==> config.mk <==
export PLATFORM = sky130hd
export DESIGN_NAME = hzd_unit
export DESIGN_NICKNAME = d
export VERILOG_FILES = /design/src/rtl/hzd_pkg.sv /design/src/rtl/hzd_track.sv /design/src/rtl/hzd_fwd.sv /design/src/rtl/hzd_stall.sv /design/src/rtl/hzd_unit.sv
export SDC_FILE = /design/constraint.sdc
export NUM_CORES = 1
export LEC_CHECK = 0
export BUFFER_PORTS_ARGS = -buffer_cell sky130_fd_sc_hd__buf_2
export CORE_ASPECT_RATIO = 1.2
export CORE_MARGIN = 2
export CORE_UTILIZATION = 53
export DETAILED_ROUTE_END_ITERATION = 7
export GPL_TIMING_DRIVEN = 1
export HOLD_SLACK_MARGIN = 0.15
export PLACE_DENSITY = 0.75
export SYNTH_ARGS = -nofsm -noshare
export SYNTH_HDL_FRONTEND = slang
export SYNTH_HIERARCHICAL = 1
export SYNTH_SLANG_ARGS = --single-unit
export TNS_END_PERCENT = 1
==> constraint.sdc <==
create_clock -name clk -period 2.1 [get_ports clk]
set_clock_uncertainty 0.1 [all_clocks]
set_input_delay 0.105 -clock clk [delete_from_list [all_inputs] [get_ports clk]]
set_output_delay 0.105 -clock clk [all_outputs]
set_load 0.02 [all_outputs]
==> src/rtl/hzd_pkg.sv <==
// Shared encodings for the hazard and forwarding unit.
// Assumes a two-bit select per ALU operand in the execute stage.
package hzd_pkg;
    typedef enum logic [1:0] {
        SEL_REGFILE = 2'b00,
        SEL_FROM_WB = 2'b01,
        SEL_FROM_MEM = 2'b10
    } byp_sel_e;
endpackage

==> src/rtl/hzd_track.sv <==
// Shadow pipeline of register-use fields for execute, memory and write-back.
// Assumes the datapath advances every cycle; a stall turns the entry into
// execute into a bubble that writes nothing and is not a load.
module hzd_track #(
    parameter int REG_W = 5
) (
    input  logic             clk,
    input  logic             rst_n,
    input  logic             stall,
    input  logic [REG_W-1:0] id_rs1,
    input  logic [REG_W-1:0] id_rs2,
    input  logic [REG_W-1:0] id_rd,
    input  logic             id_we,
    input  logic             id_ld,
    output logic [REG_W-1:0] ex_rs1,
    output logic [REG_W-1:0] ex_rs2,
    output logic [REG_W-1:0] ex_rd,
    output logic             ex_we,
    output logic             ex_ld,
    output logic [REG_W-1:0] mem_rd,
    output logic             mem_we,
    output logic             mem_ld,
    output logic [REG_W-1:0] wb_rd,
    output logic             wb_we
);
    // Advance the shadow fields one stage per cycle, bubbling on stall.
    always_ff @(posedge clk) begin
        if (!rst_n) begin
            ex_rs1 <= '0; ex_rs2 <= '0; ex_rd <= '0; ex_we <= 1'b0; ex_ld <= 1'b0;
            mem_rd <= '0; mem_we <= 1'b0; mem_ld <= 1'b0;
            wb_rd  <= '0; wb_we  <= 1'b0;
        end else begin
            ex_rs1 <= stall ? '0 : id_rs1;
            ex_rs2 <= stall ? '0 : id_rs2;
            ex_rd  <= stall ? '0 : id_rd;
            ex_we  <= stall ? 1'b0 : id_we;
            ex_ld  <= stall ? 1'b0 : id_ld;
            mem_rd <= ex_rd;
            mem_we <= ex_we;
            mem_ld <= ex_ld;
            wb_rd  <= mem_rd;
            wb_we  <= mem_we;
        end
    end

    // A bubble entering execute carries no write.
    assert_bubble_R5: assert property (@(posedge clk) disable iff (!rst_n)
        stall |=> (!ex_we && !ex_ld));
endmodule

==> src/rtl/hzd_fwd.sv <==
// Bypass select for one execute-stage source operand.
// Assumes register 0 is hard-wired zero, so it is never bypassed.
module hzd_fwd #(
    parameter int REG_W = 5
) (
    input  logic             clk,
    input  logic             rst_n,
    input  logic [REG_W-1:0] rs,
    input  logic [REG_W-1:0] mem_rd,
    input  logic             mem_we,
    input  logic [REG_W-1:0] wb_rd,
    input  logic             wb_we,
    output hzd_pkg::byp_sel_e sel
);
    import hzd_pkg::*;
    logic hit_mem, hit_wb;

    // Pick the youngest writer of this source; the memory stage wins.
    always_comb begin
        hit_mem = mem_we && (mem_rd != '0) && (mem_rd == rs);
        hit_wb  = wb_we  && (wb_rd  != '0) && (wb_rd  == rs);
        if (hit_mem)     sel = SEL_FROM_MEM;
        else if (hit_wb) sel = SEL_FROM_WB;
        else             sel = SEL_REGFILE;
    end

    assert_sel_legal_R2: assert property (@(posedge clk) disable iff (!rst_n)
        sel != 2'b11);
    assert_zero_reg_R7: assert property (@(posedge clk) disable iff (!rst_n)
        (rs == '0) |-> (sel == SEL_REGFILE));
endmodule

==> src/rtl/hzd_stall.sv <==
// Load-use interlock: a load in execute feeding the instruction in decode.
// Assumes load data is only available at the end of the memory stage.
module hzd_stall #(
    parameter int REG_W = 5
) (
    input  logic [REG_W-1:0] ex_rd,
    input  logic             ex_ld,
    input  logic [REG_W-1:0] id_rs1,
    input  logic [REG_W-1:0] id_rs2,
    output logic             stall
);
    // Raise the interlock when either decode source needs the load result.
    always_comb begin
        stall = ex_ld && (ex_rd != '0) && ((ex_rd == id_rs1) || (ex_rd == id_rs2));
    end
endmodule

==> src/rtl/hzd_unit.sv <==
// Hazard and forwarding unit for a five-stage pipeline.
// Tracks register use of execute, memory and write-back, emits per-operand
// bypass selects, a one-cycle load-use stall, and a branch squash.
// Assumes a write-before-read register file, so write-back to decode needs
// no bypass, and branches resolved in decode under not-taken prediction.
module hzd_unit #(
    parameter int REG_W = 5,
    parameter int N_SRC = 2
) (
    input  logic             clk,
    input  logic             rst_n,
    input  logic [REG_W-1:0] id_rs1,
    input  logic [REG_W-1:0] id_rs2,
    input  logic [REG_W-1:0] id_rd,
    input  logic             id_reg_we,
    input  logic             id_is_load,
    input  logic             br_mispredict,
    output logic [1:0]       fwd_a,
    output logic [1:0]       fwd_b,
    output logic             stall,
    output logic             squash
);
    import hzd_pkg::*;

    logic [REG_W-1:0] ex_rs1, ex_rs2, ex_rd, mem_rd, wb_rd;
    logic             ex_we, ex_ld, mem_we, mem_ld, wb_we;
    logic [REG_W-1:0] src [N_SRC];
    byp_sel_e         sel [N_SRC];

    hzd_stall #(.REG_W(REG_W)) u_stall (
        .ex_rd(ex_rd), .ex_ld(ex_ld), .id_rs1(id_rs1), .id_rs2(id_rs2), .stall(stall)
    );

    hzd_track #(.REG_W(REG_W)) u_track (
        .clk(clk), .rst_n(rst_n), .stall(stall),
        .id_rs1(id_rs1), .id_rs2(id_rs2), .id_rd(id_rd),
        .id_we(id_reg_we), .id_ld(id_is_load),
        .ex_rs1(ex_rs1), .ex_rs2(ex_rs2), .ex_rd(ex_rd), .ex_we(ex_we), .ex_ld(ex_ld),
        .mem_rd(mem_rd), .mem_we(mem_we), .mem_ld(mem_ld),
        .wb_rd(wb_rd), .wb_we(wb_we)
    );

    // Gather execute-stage sources into an array for the per-operand units.
    always_comb begin
        src[0] = ex_rs1;
        src[1] = ex_rs2;
    end

    for (genvar g = 0; g < N_SRC; g++) begin : g_src
        hzd_fwd #(.REG_W(REG_W)) u_fwd (
            .clk(clk), .rst_n(rst_n), .rs(src[g]),
            .mem_rd(mem_rd), .mem_we(mem_we), .wb_rd(wb_rd), .wb_we(wb_we),
            .sel(sel[g])
        );
    end

    // Drive outputs; a stalled branch decision is not yet valid.
    always_comb begin
        fwd_a  = sel[0];
        fwd_b  = sel[1];
        squash = br_mispredict && !stall;
    end

    assert_stall_one_cycle_R4: assert property (@(posedge clk) disable iff (!rst_n)
        stall |=> !stall);
    assert_no_load_bypass_R4: assert property (@(posedge clk) disable iff (!rst_n)
        ((fwd_a == SEL_FROM_MEM) || (fwd_b == SEL_FROM_MEM)) |-> !mem_ld);
    assert_squash_gated_R6: assert property (@(posedge clk) disable iff (!rst_n)
        stall |-> !squash);
endmodule

==> flow_summary.toml, run 1 <==
[run_status]
status = "completed"

[sta]
hold_viol = 0
slew_violations = 0
setup_slack_ps = 76.4
fin_setup_tns_ps = 0
setup_viol = 0
rsz0062_at_grt = "no"
relSlewSlack = 0.751
finalCriticalPeriod_ps = 2020
post-route-period-util = 0.964
worst_pin_slew_ps = 374
max_freq_mhz = 494

[route]
avgRoutedWirePerCell_um = 13.1
vias = 1012
wl_um = 2620
drtIter0Drc = 21
via_per_inst = 5.06
drtPass1Iterations = 4
ant_nets = 0
drc = 0

[setup_path]
setup.worst_path.end_class = "output port"
path_cells = "or4_1 -> o21ai_1 -> a21oi_2 -> buf_4 -> nor2b_4 -> buf_4"
cp.arrival_ps = 1820
cp_common_cell = "buf_4"
max_stage_delay_ps = 540
worstPathMaxFanout = 9
slowest_stage = "or4_1"
worstPathRequired_ps = 1890
crit_type = "reg -> out"
critical_path.startpoint_type = "register"

[global_routing]
antenna_found_initial = 0
grt_pass1_vias = 1001
overflow = 0
grt_max_degree = 30
grt_pass1_wl_um = 4150
grt_usage = 0.195

[cts]
h-tree-depth = 2
numCtsBuffers = 5
cts.sinks = 29
cts-root-buf = "clkbuf_4"
insertion_delay_ps = 320
cts_tree = "yes"
clk_pin_slew_ps = 90
clock_path_buffers = 2

[synth]
synth_cells = 122
ys_warn_count = 6
synth_nets = 142
syn-cell-area_mm2 = 0.00130
syn_avg_cell_area_um2 = 10.6

[finish]
regArea_um2 = 582
nets = 188
final_common_cell = "dfxtp_1"
area_delta_synth_final_pct = 28.9
multi_input_area_um2 = 678
drive_above_1_share = 0.284
fillers = 167
layout_common_cells = "28 x dfxtp_1, 24 x buf_2, 18 x dlygate4sd3_1"
antenna_cells = 0
layout.cells.non_filler = 200
final_cell_area_mm2 = 0.00167

[floorplanning]
dieArea_mm2 = 0.00286
die_h_um = 58.2
io_pins = 26
die_w_um = 49.1
core-area_mm2 = 0.00231
rows = 19
initial_utilization = 0.562

[place]
place.port_buffers = 25
place.gp.congestion = 0.855
placedCellCount = 174
pre_cts_ws_ps = 421
place_area_mm2 = 0.00143

[power_and_ir_drop]
power_density_mw_per_mm2 = 642
irDropWorstVdd_mv = 0.620
p_leak_nw = 0.738

[flow_run]
max_cap_violations = 0

[worst_hold_path]
hp-class = "reg -> reg"
[critical path: cells and delay by family (launching register included)]
kind / cells / cell delay (ps)
buffers and inverters: 2 / 300
and+or+nand+nor: 2 / 640
AOI/OAI and AO/OA: 2 / 210
DFF: 1 / 350
[cell type report]
cell class	count	area share
clock buffer	8	0.0292
multi-input combinational	87	0.406
sequential	29	0.348
tap	31	0.0232
timing repair buffer	45	0.193
[routing by layer]
| metal | track usage | up-vias | part of all wire |
|---|---|---|---|
| li1 | - | 507 | - |
| met1 | 0.183 | 467 | 0.38 |
| met2 | 0.382 | 30 | 0.56 |
| met3 | 0.0567 | 8 | 0.038 |
| met4 | 0.0939 | 0 | 0.022 |
| met5 | 0 | - | 0 |
[registers in the layout, indices dropped and copies added (netlist names), 5 cells and up]
name            count
u_track/ex_rd       5
u_track/ex_rs1      5
u_track/wb_rd       5
u_track/mem_rd      5
u_track/ex_rs2      5
[stage by stage]
stage,total power [mW],hold WS (ps),utilization
floorplan,0.704,169,-
global placement,0.739,246,0.622
detailed placement,0.745,254,0.622
CTS,1.07,380,0.721
global route,1.13,392,0.724
finish,1.07,368,0.724
[power by group]
part	leakage [nW]	internal [mW]	switching [mW]
logic	0.472	0.0936	0.0599
clock network	0.0265	0.133	0.178
registers	0.240	0.577	0.0308
[timing repair]
item / in CTS / in global routing
endpoints found under the setup margin: 0 / 1
hold endpoints to repair: 29 / 0
setup buffers: 0 / 0
hold buffers: 18 / 0
resized for setup: 0 / 3
[path summary, 6_finish.rpt]
| check | start | to | slack [ps] | cells after the start |
|---|---|---|---|---|
| worst max-delay path | u_track/ex_rd[1] | squash | 80 | 6 |
| worst min-delay path | u_track/ex_we | u_track/mem_we | 370 | 1 |
| worst max register to register | u_track/ex_rd[1] | u_track/ex_rd[4] | 450 | 5 |
| worst min register to register | u_track/ex_we | u_track/mem_we | 370 | 1 |
Note: power is estimated with default switching activity, not from simulation.
==> inputs of run 2 (changes only) <==
- ABC_AREA: not set -> 1
- CORE_UTILIZATION: 53 -> 55
- PLACE_DENSITY: 0.75 -> 0.77
==> run 2 against run 1 <==
  * Via count grew 40%
  * Core utilization fell by 0.23 points
  * Die area increased by 8.8%
  * Largest cell class unchanged
==> flow_summary.toml, run 2 <==
[route]
via_per_inst = 4.44
ant_nets = 0
drc = 0
drtPass1Iterations = 4
wl_um = 3040
drtIter0Drc = 49
vias = 1417
avgRoutedWirePerCell_um = 9.51

[sta]
hold_ws_ps = 346
hold_viol = 0
setup_viol = 0
post-route-period-util = 0.826
rsz0062_at_grt = "no"
finalCriticalPeriod_ps = 1740
worst_pin_slew_ps = 308
max_freq_mhz = 576
slew_violations = 0
relSlewSlack = 0.794
fin_setup_tns_ps = 0

[cts]
ctsResizeCount = 0
h-tree-depth = 2
clk_pin_slew_ps = 90
cts-root-buf = "clkbuf_4"
cts_tree = "yes"
cts_setup_buffers = 0
cts_hold_buf = 18
clock_path_buffers = 2
insertion_delay_ps = 310
numCtsBuffers = 5
cts.sinks = 29

[worst_hold_path]
hp-class = "reg -> reg"
holdCritStartpoint = "u_track/ex_we"
min_path_cells = 2
hold_path_end = "u_track/mem_we"

[synth]
ys_warn_count = 6
syn_avg_cell_area_um2 = 6.14
syn-cell-area_mm2 = 0.00147
synth_cells = 240
synth_nets = 260

[setup_path]
crit_type = "in -> out"
setup.worst_path.end_class = "output port"
critical_path.startpoint_type = "input port"
worstPathMaxFanout = 3
r2r_start = "u_track/ex_rd[1]"
reg2reg_to = "u_track/ex_ld"
worstPathRequired_ps = 1890
r2r_slack_ps = 480
ff2ff_path_depth = 9
cp.arrival_ps = 1530

[floorplanning]
io_pins = 26
rows = 20
die_w_um = 51.2
dieArea_mm2 = 0.00311
core-area_mm2 = 0.00255
die_h_um = 60.7
initial_utilization = 0.577

[power_and_ir_drop]
p_switching_uw = 294
power_density_mw_per_mm2 = 602
pwr-share-seq = 0.542
clock_power_share = 0.300
irDropWorstVdd_mv = 0.500
pwr-share-comb = 0.158
p_leak_nw = 1.06
swShare = 0.265
p_int_uw = 817

[finish]
utilization = 0.722
antenna_cells = 0
area_delta_synth_final_pct = 25.1
nets = 306
fillers = 227
multi_input_area_um2 = 609
regArea_um2 = 581
layout_common_cells = "71 x nand2_1, 59 x inv_1, 33 x nor2_1"
layout.cells.non_filler = 319
final_common_cell = "nand2_1"
drive_above_1_share = 0.168

[global_routing]
grt_max_degree = 18
antenna_found_initial = 0
grt_usage = 0.222
grt_pass1_vias = 1321
overflow = 0
grt_pass1_wl_um = 5000

[place]
place.gp.congestion = 0.850
hpwlAfterDp_um = 2090
placedCellCount = 294
place.port_buffers = 25

[run_status]
status = "completed"

[flow_run]
max_cap_violations = 0
-- run 2: worst max-delay path by stage --
stage	from	to	slack [ps]	depth (start not counted)
2_1_floorplan	u_track/ex_rd[4]	u_track/ex_rd[0]	510	10
3_3_place_gp	u_track/ex_rd[1]	u_track/ex_rs2[0]	540	9
3_5_place_dp	u_track/ex_rd[1]	u_track/ex_rs1[4]	510	9
4_1_cts	u_track/ex_rd[1]	squash	370	8
5_1_grt	u_track/ex_rd[1]	squash	250	8
6_report	id_rs1[3]	squash	360	10
-- run 2: power groups by stage --
stage | registers (mW) | logic (mW) | clock network (mW)
global placement | 0.614 | 0.145 | 0
CTS | 0.601 | 0.173 | 0.345
global route | 0.606 | 0.200 | 0.373
finish | 0.601 | 0.176 | 0.333
floorplan | 0.608 | 0.108 | 0
detailed placement | 0.614 | 0.147 | 0
-- run 2: final cells by class --
cell class                      count  area share
Sequential cell                    29       0.315
Tap cell                           33      0.0224
Timing Repair Buffer               43       0.166
Inverter                           67       0.136
Clock buffer                        7      0.0299
Multi-Input combinational cell    140       0.331
-- run 2: metal layers --
metal  wire length [um]  global-route usage  vias up
li1                   -                   -      769
met1               1320               0.225      604
met2               1520               0.408       38
met3                163              0.0517        6
met4                 34               0.147        0
met5                  0                   0        -
-- run 2: critical path: stages --
cell           delay, ps
dlygate4sd3_1        530
buf_2                130
inv_1                 40
nand2_1               70
nand2_1               70
nor2_1                90
nand3_1               90
a21oi_2              200
nor2_2                60
buf_2                150
-- run 2: per-stage QoR --
step | worst slack (ps) | instance area [um2] | power [mW]
after global placement | 540 | 1610 | 0.759
after detailed placement | 505 | 1610 | 0.761
after global routing | 251 | 1840 | 1.18
after floorplan | 508 | 1470 | 0.716
final | 365 | 1840 | 1.11
after CTS | 367 | 1840 | 1.12
